===== src/rtl/wdt_pkg.sv =====
package wdt_pkg;
  localparam int SEL_W    = 2;
  localparam int NUM_SEL  = 1 << SEL_W;
  localparam int BASE_EXP = 17;
  localparam int EXP_STEP = 3;
  localparam int MAX_EXP  = BASE_EXP + EXP_STEP * (NUM_SEL - 1);
  localparam int REG_W    = 7;

  localparam int F_RUN   = 0;
  localparam int F_RSTEN = 1;
  localparam int F_KICK  = 2;
  localparam int F_TMO   = 3;
  localparam int F_CAUSE = 4;
  localparam int F_SEL   = 5;

  typedef struct packed {
    logic [SEL_W-1:0] sel;
    logic             cause;
    logic             tmo;
    logic             kick;
    logic             rst_en;
    logic             run;
  } wdt_reg_t;

  function automatic int sel_exp(int code, int shift);
    return BASE_EXP + EXP_STEP * code - shift;
  endfunction
endpackage


===== src/rtl/wdt_period_counter.sv =====
module wdt_period_counter
  import wdt_pkg::*;
#(
  parameter int SCALE_SHIFT = 0,
  parameter int CNT_W       = MAX_EXP - SCALE_SHIFT
) (
  input  logic             clk_i,
  input  logic             rst_ni,
  input  logic             run_i,
  input  logic             clear_i,
  input  logic [SEL_W-1:0] sel_i,
  output logic             timeout_o
);
  logic [CNT_W-1:0] lim_tab [NUM_SEL];
  logic [CNT_W-1:0] cnt_q;

  for (genvar g = 0; g < NUM_SEL; g++) begin : g_lim
    localparam int EXP = sel_exp(g, SCALE_SHIFT);
    localparam logic [CNT_W-1:0] LIM = CNT_W'((64'd1 << EXP) - 64'd1);
    assign lim_tab[g] = LIM;
  end

  // >= so a shorter select applied late still fires on the next clock
  assign timeout_o = run_i && !clear_i && (cnt_q >= lim_tab[sel_i]);

  always_ff @(posedge clk_i or negedge rst_ni) begin
    if (!rst_ni)                  cnt_q <= '0;
    else if (!run_i || clear_i)   cnt_q <= '0;
    else if (timeout_o)           cnt_q <= '0;
    else                          cnt_q <= cnt_q + 1'b1;
  end
endmodule


===== src/rtl/wdt_grace_window.sv =====
module wdt_grace_window #(
  parameter int GRACE_CYCLES = 512,
  parameter int GW           = $clog2(GRACE_CYCLES)
) (
  input  logic clk_i,
  input  logic rst_ni,
  input  logic run_i,
  input  logic clear_i,
  input  logic rst_en_i,
  input  logic timeout_i,
  output logic expire_o,
  output logic pulse_o
);
  localparam logic [GW-1:0] LAST = GW'(GRACE_CYCLES - 1);

  logic          act_q;
  logic [GW-1:0] gcnt_q;
  logic          win_end;
  logic          pulse_q;

  assign win_end  = act_q && (gcnt_q == LAST);
  assign expire_o = win_end && rst_en_i && run_i && !clear_i;
  assign pulse_o  = pulse_q;

  always_ff @(posedge clk_i or negedge rst_ni) begin
    if (!rst_ni) begin
      act_q  <= 1'b0;
      gcnt_q <= '0;
    end else if (clear_i || !run_i || win_end) begin
      act_q  <= 1'b0;
      gcnt_q <= '0;
    end else if (act_q) begin
      gcnt_q <= gcnt_q + 1'b1;
    end else if (timeout_i) begin
      // a later time-out inside an open window does not reopen it
      act_q  <= 1'b1;
      gcnt_q <= '0;
    end
  end

  always_ff @(posedge clk_i or negedge rst_ni) begin
    if (!rst_ni) pulse_q <= 1'b0;
    else         pulse_q <= expire_o;
  end
endmodule


===== src/rtl/wdt_ctrl_regs.sv =====
module wdt_ctrl_regs
  import wdt_pkg::*;
(
  input  logic             clk_i,
  input  logic             rst_ni,
  input  logic             pfail_i,
  input  logic             ext_rst_i,
  input  logic             wr_en_i,
  input  logic [REG_W-1:0] wr_data_i,
  input  logic             timeout_i,
  input  logic             expire_i,
  output logic             run_o,
  output logic             rst_en_o,
  output logic [SEL_W-1:0] sel_o,
  output logic             kick_o,
  output logic [REG_W-1:0] rd_data_o
);
  wdt_reg_t wr;
  wdt_reg_t rd;
  logic run_q, rst_en_q, tmo_q, cause_q;
  logic [SEL_W-1:0] sel_q;

  assign wr     = wdt_reg_t'(wr_data_i);
  assign kick_o = wr_en_i && wr.kick && !pfail_i;

  always_ff @(posedge clk_i or negedge rst_ni) begin
    if (!rst_ni) begin
      run_q    <= 1'b0;
      rst_en_q <= 1'b0;
      sel_q    <= '0;
    end else if (pfail_i) begin
      run_q    <= 1'b0;
      rst_en_q <= 1'b0;
      sel_q    <= '0;
    end else if (wr_en_i) begin
      run_q    <= wr.run;
      rst_en_q <= wr.rst_en;
      sel_q    <= wr.sel;
    end
  end

  // hardware set > any reset clear > software clear
  always_ff @(posedge clk_i or negedge rst_ni) begin
    if (!rst_ni)                        tmo_q <= 1'b0;
    else if (pfail_i)                   tmo_q <= 1'b0;
    else if (timeout_i)                 tmo_q <= 1'b1;
    else if (ext_rst_i || expire_i)     tmo_q <= 1'b0;
    else if (wr_en_i && !wr.tmo)        tmo_q <= 1'b0;
  end

  always_ff @(posedge clk_i or negedge rst_ni) begin
    if (!rst_ni)                        cause_q <= 1'b0;
    else if (pfail_i)                   cause_q <= 1'b0;
    else if (expire_i)                  cause_q <= 1'b1;
    else if (wr_en_i && !wr.cause)      cause_q <= 1'b0;
  end

  always_comb begin
    rd        = '0;
    rd.run    = run_q;
    rd.rst_en = rst_en_q;
    rd.tmo    = tmo_q;
    rd.cause  = cause_q;
    rd.sel    = sel_q;
  end

  assign rd_data_o = rd;
  assign run_o     = run_q;
  assign rst_en_o  = rst_en_q;
  assign sel_o     = sel_q;
endmodule


===== src/rtl/wdt_two_stage.sv =====
module wdt_two_stage
  import wdt_pkg::*;
#(
  parameter int SCALE_SHIFT  = 0,
  parameter int GRACE_CYCLES = 512
) (
  input  logic             clk_i,
  input  logic             rst_ni,
  input  logic             pfail_rst_i,
  input  logic             ext_rst_i,
  input  logic             wr_en_i,
  input  logic [REG_W-1:0] wr_data_i,
  output logic [REG_W-1:0] rd_data_o,
  input  logic             irq_en_i,
  input  logic             gie_i,
  output logic             irq_o,
  output logic             wdt_rst_o
);
  localparam int CNT_W = MAX_EXP - SCALE_SHIFT;

  logic             run, rst_en, kick, timeout, expire;
  logic             clr_base, clr_cnt;
  logic [SEL_W-1:0] sel;

  assign clr_base = kick || ext_rst_i || pfail_rst_i;
  assign clr_cnt  = clr_base || expire;

  wdt_ctrl_regs u_regs (
    .clk_i     (clk_i),
    .rst_ni    (rst_ni),
    .pfail_i   (pfail_rst_i),
    .ext_rst_i (ext_rst_i),
    .wr_en_i   (wr_en_i),
    .wr_data_i (wr_data_i),
    .timeout_i (timeout),
    .expire_i  (expire),
    .run_o     (run),
    .rst_en_o  (rst_en),
    .sel_o     (sel),
    .kick_o    (kick),
    .rd_data_o (rd_data_o)
  );

  wdt_period_counter #(
    .SCALE_SHIFT (SCALE_SHIFT),
    .CNT_W       (CNT_W)
  ) u_cnt (
    .clk_i     (clk_i),
    .rst_ni    (rst_ni),
    .run_i     (run),
    .clear_i   (clr_cnt),
    .sel_i     (sel),
    .timeout_o (timeout)
  );

  wdt_grace_window #(
    .GRACE_CYCLES (GRACE_CYCLES)
  ) u_grace (
    .clk_i     (clk_i),
    .rst_ni    (rst_ni),
    .run_i     (run),
    .clear_i   (clr_base),
    .rst_en_i  (rst_en),
    .timeout_i (timeout),
    .expire_o  (expire),
    .pulse_o   (wdt_rst_o)
  );

  assign irq_o = rd_data_o[F_TMO] && irq_en_i && gie_i;
endmodule


===== config.mk =====
export PLATFORM = sky130hd
export DESIGN_NAME = wdt_two_stage
export DESIGN_NICKNAME = d
export VERILOG_FILES = /design/src/rtl/wdt_pkg.sv /design/src/rtl/wdt_period_counter.sv /design/src/rtl/wdt_grace_window.sv /design/src/rtl/wdt_ctrl_regs.sv /design/src/rtl/wdt_two_stage.sv
export SDC_FILE = /design/constraint.sdc
export NUM_CORES = 1
export LEC_CHECK = 0
export BUFFER_PORTS_ARGS = -buffer_cell sky130_fd_sc_hd__clkbuf_2
export CELL_PAD_IN_SITES_DETAIL_PLACEMENT = 0
export CELL_PAD_IN_SITES_GLOBAL_PLACEMENT = 2
export CORE_MARGIN = 2
export CORE_UTILIZATION = 41
export DETAILED_ROUTE_END_ITERATION = 10
export PLACE_DENSITY = 0.89
export SLEW_MARGIN = 20
export SYNTH_ARGS = -nofsm -noshare
export SYNTH_HDL_FRONTEND = slang
export SYNTH_SLANG_ARGS = --single-unit

===== constraint.sdc =====
create_clock -name clk_i -period 4.9 [get_ports clk_i]
set_input_delay 0.49 -clock clk_i [delete_from_list [all_inputs] [get_ports clk_i]]
set_output_delay 0.49 -clock clk_i [all_outputs]
set_load 0.05 [all_outputs]

== After elaboration in Yosys (flattened, before gate mapping) ==
Cells that the tools add are included.
Widths: inputs -> output; s select.
Cells by class
  add/sub/neg operators: 2
  $lt $le $gt $ge: 2
  eq/ne operators: 1
  multiplexer cells: 24
  bitwise gates (word level): 1
  reductions and logical operators: 29
Operators by type and width (number)
  $mux 26: 4
  $bmux 26 s2: 1
  $mux 9: 3
  $add 26x1->26 const B: 1
  $ge 26x26->1: 1
  $mux 1: 14
  $logic_and 1x1->1: 12
  $add 9x1->9 const B: 1
  $eq 9x9->1 const B: 1
  $logic_or 1x1->1: 7
  $logic_not 1->1: 6
  $reduce_bool 3->1: 2
  $mux 2: 2
  $reduce_bool 4->1: 1
  $ge 3x3->1 const B: 1
  $not 2->3: 1
  $reduce_bool 2->1: 1
Word-level totals
  bits in registers: 43
  bits of input ports: 14
  output and inout bits: 9

== Longest topological paths before layout ==
  depth in word-level cells: 13
  gate-level depth with buffers: 11
  depth with buffers taken out: 10

== Hierarchy ==
Synthesis repeated with hierarchy kept, for this count alone.
Unflattened totals
  cell total of the unflattened synthesis: 234
  area total of the unflattened synthesis: 2489.9 µm²
Modules (own cells, without submodules)
  wdt_period_counter: times used 1, cells each 145, area an instance 1557.7 µm²
  wdt_grace_window: times used 1, cells each 54, area an instance 595.6 µm²
  wdt_ctrl_regs: times used 1, cells each 32, area an instance 315.3 µm²
  wdt_two_stage: times used 1, cells each 3, area an instance 21.3 µm²

== Worst setup path after synthesis ==
No wires, ideal clock.
  path kind: flip-flop to flip-flop
  start: register u_regs.sel_q[1] (netlist: u_regs.sel_o[1])
  end: register u_cnt.cnt_q[17]
  library setup time: 0.119 ns
  arrival: 2.147 ns
  required time: 4.781 ns
  path slack: 2.635 ns
  stages on the path, launching flop included: 9
  path buffers: 1
  clock period less this slack: 2.265 ns
  cell sequence: dfrtp_1 nand2_1 ha_1 nand4_1 nor4_4 a31oi_1 nand2_4 buf_6 nor2_1
On the way
  word-level cells in the longest chain between the ends: 8
RTL lines
  start, declared: line wdt_ctrl_regs.sv:21  | logic [SEL_W-1:0] sel_q;
  start signal, assigned: line wdt_ctrl_regs.sv:38  | sel_q <= wr.sel;
  $not 2->3 (implied by the code): line wdt_period_counter.sv:24  | assign timeout_o = run_i && !clear_i && (cnt_q >= lim_tab[sel_i]);
  $bmux 26 s2: line wdt_period_counter.sv:24
  $mux 26 (implied by the code) (2 in a row): line wdt_period_counter.sv:24
  $ge 26x26->1: line wdt_period_counter.sv:24
  $logic_and 1x1->1: line wdt_period_counter.sv:24
  $mux 26: line wdt_period_counter.sv:29  | else if (timeout_o) cnt_q <= '0;
  $mux 26: line wdt_period_counter.sv:28  | else if (!run_i || clear_i) cnt_q <= '0;
  end signal, assigned: line wdt_period_counter.sv:30  | else cnt_q <= cnt_q + 1'b1;
  end, declared: line wdt_period_counter.sv:15  | logic [CNT_W-1:0] cnt_q;
No other way between the ends. The select of a mux whose other input is x is not followed.
A chain may end at the register's enable or synchronous reset.

== Worst setup path after layout ==
  start: register u_grace.gcnt_q[0]
  end: register u_cnt.cnt_q[3]
On the way
  word-level cells in the longest chain between the ends: 11
RTL lines
  start, declared: line wdt_grace_window.sv:17  | logic [GW-1:0] gcnt_q;
  start signal, assigned: line wdt_grace_window.sv:33  | gcnt_q <= gcnt_q + 1'b1;
  $eq 9x9->1 (*): line wdt_grace_window.sv:21  | assign win_end = act_q && (gcnt_q == LAST);
  $logic_and 1x1->1 (*): line wdt_grace_window.sv:21
  $logic_and 1x1->1 (*) (3 in a row): line wdt_grace_window.sv:22  | assign expire_o = win_end && rst_en_i && run_i && !clear_i;
  $logic_or 1x1->1 (*): line wdt_two_stage.sv:26  | assign clr_cnt = clr_base || expire;
  $logic_not 1->1: line wdt_period_counter.sv:24
  $logic_and 1x1->1 (2 in a row): line wdt_period_counter.sv:24
  $mux 26: line wdt_period_counter.sv:29
  $mux 26 (*): line wdt_period_counter.sv:28
Every way passes the cells marked *; elsewhere a longest branch is shown, timed or not.

==> flow_metrics.env <==
export IMPL_status="finished clean"
export IMPL_swShare=0.2302
export IMPL_die_y_um=79.71
export IMPL_cts_made_buffers=5
export IMPL_reg2reg_to="u_cnt.cnt_q[3]"
export IMPL_cts_resized=0
export IMPL_clkSinkCount=43
export IMPL_synth_compound_area_frac=0.08786
export IMPL_area_growth_syn_to_layout_pct=9.105
export IMPL_path_max_fanout=25
export IMPL_grt_pass1_wl_mm=7.424
export IMPL_rsz0062_at_grt="no"
export IMPL_grt_max_degree=44
export IMPL_syn_inst=232
export IMPL_vias=1657
export IMPL_hold_buffers=0
export IMPL_crit_slowest_cell="dfrtp_1"
export IMPL_power_switching_mw=0.1428
export IMPL_syn_avg_cell_area_um2=10.13
export IMPL_synth_area_leaders="dfrtp_1 (46%), nor2_1 (6.4%), xor2_1 (5.2%)"
export IMPL_synth_top_family_by_area="simple AND/OR/NAND/NOR gates"
export IMPL_vias_per_cell=5.130
export IMPL_async_reset_ff_frac=1.000
export IMPL_reg2reg_depth=10
export IMPL_finalSetupViolations=0
export IMPL_postCtsSetupBuffers=0
export IMPL_worstSetupStartpoint="u_grace.gcnt_q[0]"
export IMPL_clockBufferDepth=2
export IMPL_worst_path_stages=10
export IMPL_max_freq_ghz=0.4335
export IMPL_core_area_um2=5507
export IMPL_slew_headroom=0.3787
export IMPL_cellPowerDensity_nw_per_um2=242.0
export IMPL_die_area_um2=6353
export IMPL_remaining_drc_errors=0
export IMPL_ys_types=45
export IMPL_antenna_found_initial=0
export IMPL_power_leakage_nw=1.147
export IMPL_fin_nets=274
export IMPL_syn_area_um2=2350
export IMPL_setup_tns_ns=0
export IMPL_start_kind="register"
export IMPL_ys_top_cells_by_count="dfrtp_1 (43), nor2_1 (40), nand2_1 (16)"
export IMPL_post_route_period_util=0.4708
export IMPL_vdd_drop_max_uv=141.1
export IMPL_ys_seq_area_frac=0.4579
export IMPL_drive_gt1_frac=0.1673
export IMPL_clk_pin_slew_ns=0.08
export IMPL_initial_core_util=0.4267
export IMPL_hpwl_mm=2.956
export IMPL_cts_max_level=2
export IMPL_fillers=531
export IMPL_worstPathArrival_ns=2.53
export IMPL_root_buffer="clkbuf_8"
export IMPL_yosysTopAreaCell="dfrtp_1"
export IMPL_min_path_type="input port to asynchronous set/reset pin"
export IMPL_cp_top_family="simple AND/OR/NAND/NOR gates"
export IMPL_drt_initial_drc_count=93
export IMPL_synthFlopType="dfrtp_1"
export IMPL_dp_slack_ns=2.638
export IMPL_drv_slew=0
export IMPL_cts_tree="yes"
export IMPL_port_buffers=21
export IMPL_p_seq_frac=0.580
export IMPL_endpoint="u_cnt.cnt_q[3]"
export IMPL_period_needed_ns=2.307
export IMPL_cp_cell_sequence="ha_1, and3_1, nand3_1, nor2_1, ha_1, nand4_1, nand4_1, a31oi_1, nand2_4, nor2_1"
export IMPL_synth_seq_cells=43
export IMPL_r2r_start="u_grace.gcnt_q[0]"
export IMPL_synth_mux_area_fraction=0.01704
export IMPL_cp_end_kind="register"
export IMPL_crit_type="register to register"
export IMPL_die_x_um=79.71
export IMPL_grt_pass1_vias=1621
export IMPL_ant_nets=0
export IMPL_synthAdderAreaFrac=0.04792
export IMPL_dr_pass1_iters=4
export IMPL_post_drt_wl_per_cell_um=12.90
export IMPL_synth_edff_count=0
export IMPL_p_comb_frac=0.060
export IMPL_grt_use_total=0.1492
export IMPL_grt_ovfl_total=0
export IMPL_gp_congestion=0.7406
export IMPL_cap_violations=0
export IMPL_critPathMaxStageDelay_ns=0.41
export IMPL_r2r_slack_ns=2.59
export IMPL_synth_top_area_frac=0.4579
export IMPL_routed_wl_mm=4.168
export IMPL_worst_slew_pin_slew_ns=0.9319
export IMPL_power_mw=0.6203
export IMPL_io_pins=23
export IMPL_rows=27
export IMPL_clockPowerShare=0.360
export IMPL_critPathBufInv=0
export IMPL_yosysWarnings=0
export IMPL_synth_fp_nets=255
export IMPL_clk_insertion_delay_late_ns=0.29
export IMPL_worstPathRequired_ns=5.12
export IMPL_hold_viol=0
export IMPL_p_int_mw=0.4775
export IMPL_synthSimpleGateAreaFrac=0.2577
export IMPL_finClkSkew_ns=0.005993
export IMPL_setup_ws_ns=2.593
export IMPL_n_antenna_cell=0
export IMPL_yosysMostFrequentCell="dfrtp_1"
export IMPL_synth_xor_area_share=0.08946
[stage by stage]
step | cell area, µm² | util | hold slack [ns] | instances
floorplan | 2350 | - | 0.1944 | 232
CTS | 2564 | 0.4656 | 0.4213 | 323
global route | 2564 | 0.4656 | 0.4121 | 323
detailed placement | 2476 | 0.4497 | 0.4800 | 316
global placement | 2476 | 0.4497 | 0.4767 | 316
finish | 2564 | 0.4656 | 0.3329 | 323
[power by group through the flow]
stage	sequential, mW	combinational (mW)	clock [mW]
CTS	0.360	0.0386	0.234
global placement	0.367	0.0384	0
global route	0.361	0.0421	0.248
floorplan	0.370	0.0209	0
detailed placement	0.367	0.0384	0
finish	0.360	0.0374	0.223
[how the worst min path moves through the flow]
stage                           start                end  slack (ns)
floorplan                      rst_ni     u_cnt.cnt_q[0]        0.19
global placement    u_grace.gcnt_q[7]  u_grace.gcnt_q[7]        0.48
detailed placement  u_grace.gcnt_q[7]  u_grace.gcnt_q[7]        0.48
CTS                            rst_ni    u_cnt.cnt_q[22]        0.42
global route                   rst_ni     u_cnt.cnt_q[2]        0.41
finish                         rst_ni    u_cnt.cnt_q[21]        0.33
[worst register-to-register path: cells and delay by family (launching register included)]
kind / cells / cell delay, ns
and+or+nand+nor: 7 / 1.07
AOI/OAI and AO/OA: 1 / 0.32
adders and majority gates: 2 / 0.42
DFF: 1 / 0.41
[cell type report]
| type | instances | area, µm² | area share |
|---|---|---|---|
| Clock buffer | 6 | 82.58 | 0.03221 |
| Clock inverter | 1 | 5.005 | 0.001952 |
| Inverter | 7 | 26.28 | 0.01025 |
| Multi-Input combinational cell | 173 | 1179 | 0.4597 |
| Sequential cell | 43 | 1076 | 0.4197 |
| Tap cell | 72 | 90.09 | 0.03514 |
| Timing Repair Buffer | 21 | 105.1 | 0.04100 |
[layout by cell type (no fill, tap or decap), types with 2 or more instances in the layout]
| cell | n |
|---|---|
| o21ai_0 | 3 |
| dfrtp_1 | 43 |
| nor3_2 | 2 |
| nand4_1 | 11 |
| nand4_4 | 2 |
| a21oi_1 | 3 |
| clkbuf_2 | 20 |
| a32o_1 | 2 |
| nor3_1 | 2 |
| a31oi_1 | 6 |
| and3_1 | 7 |
| nor2_1 | 40 |
| clkbuf_8 | 6 |
| ha_1 | 9 |
| nand3_1 | 13 |
| nand2b_1 | 3 |
| xor2_1 | 14 |
| xnor2_1 | 10 |
| nand2_1 | 16 |
| o21a_1 | 2 |
| inv_1 | 7 |
| a22oi_1 | 2 |
| and4_1 | 2 |
| nor4_4 | 2 |
| mux2i_1 | 4 |
[sequential cells by signal (all words and copies together), names as in the netlist]
signal           cells
u_regs.tmo_q         1
u_grace.pulse_o      1
u_grace.gcnt_q       9
u_cnt.cnt_q         26
u_regs.sel_o         2
u_regs.rst_en_o      1
u_regs.cause_q       1
u_regs.run_o         1
u_grace.act_q        1
[layer usage]
| metal | share of wire | wire (µm) | track usage | vias up |
|---|---|---|---|---|
| met5 | 0 | 0 | 0 | - |
| met4 | 0.0070 | 29 | 0.05690 | 0 |
| met3 | 0.043 | 181 | 0.03281 | 2 |
| met2 | 0.46 | 1899 | 0.2353 | 34 |
| met1 | 0.49 | 2058 | 0.1999 | 773 |
| li1 | - | - | - | 848 |
[kinds of logic after synthesis]
logic type	Yosys count
muxes	4
and+or+nand+nor	108
DFF	43
AOI/OAI and AO/OA	27
adders and majority gates	9
buffers and inverters	16
xor gates and xnor gates	24
other	1
Note: power is estimated with default switching activity, not from simulation.
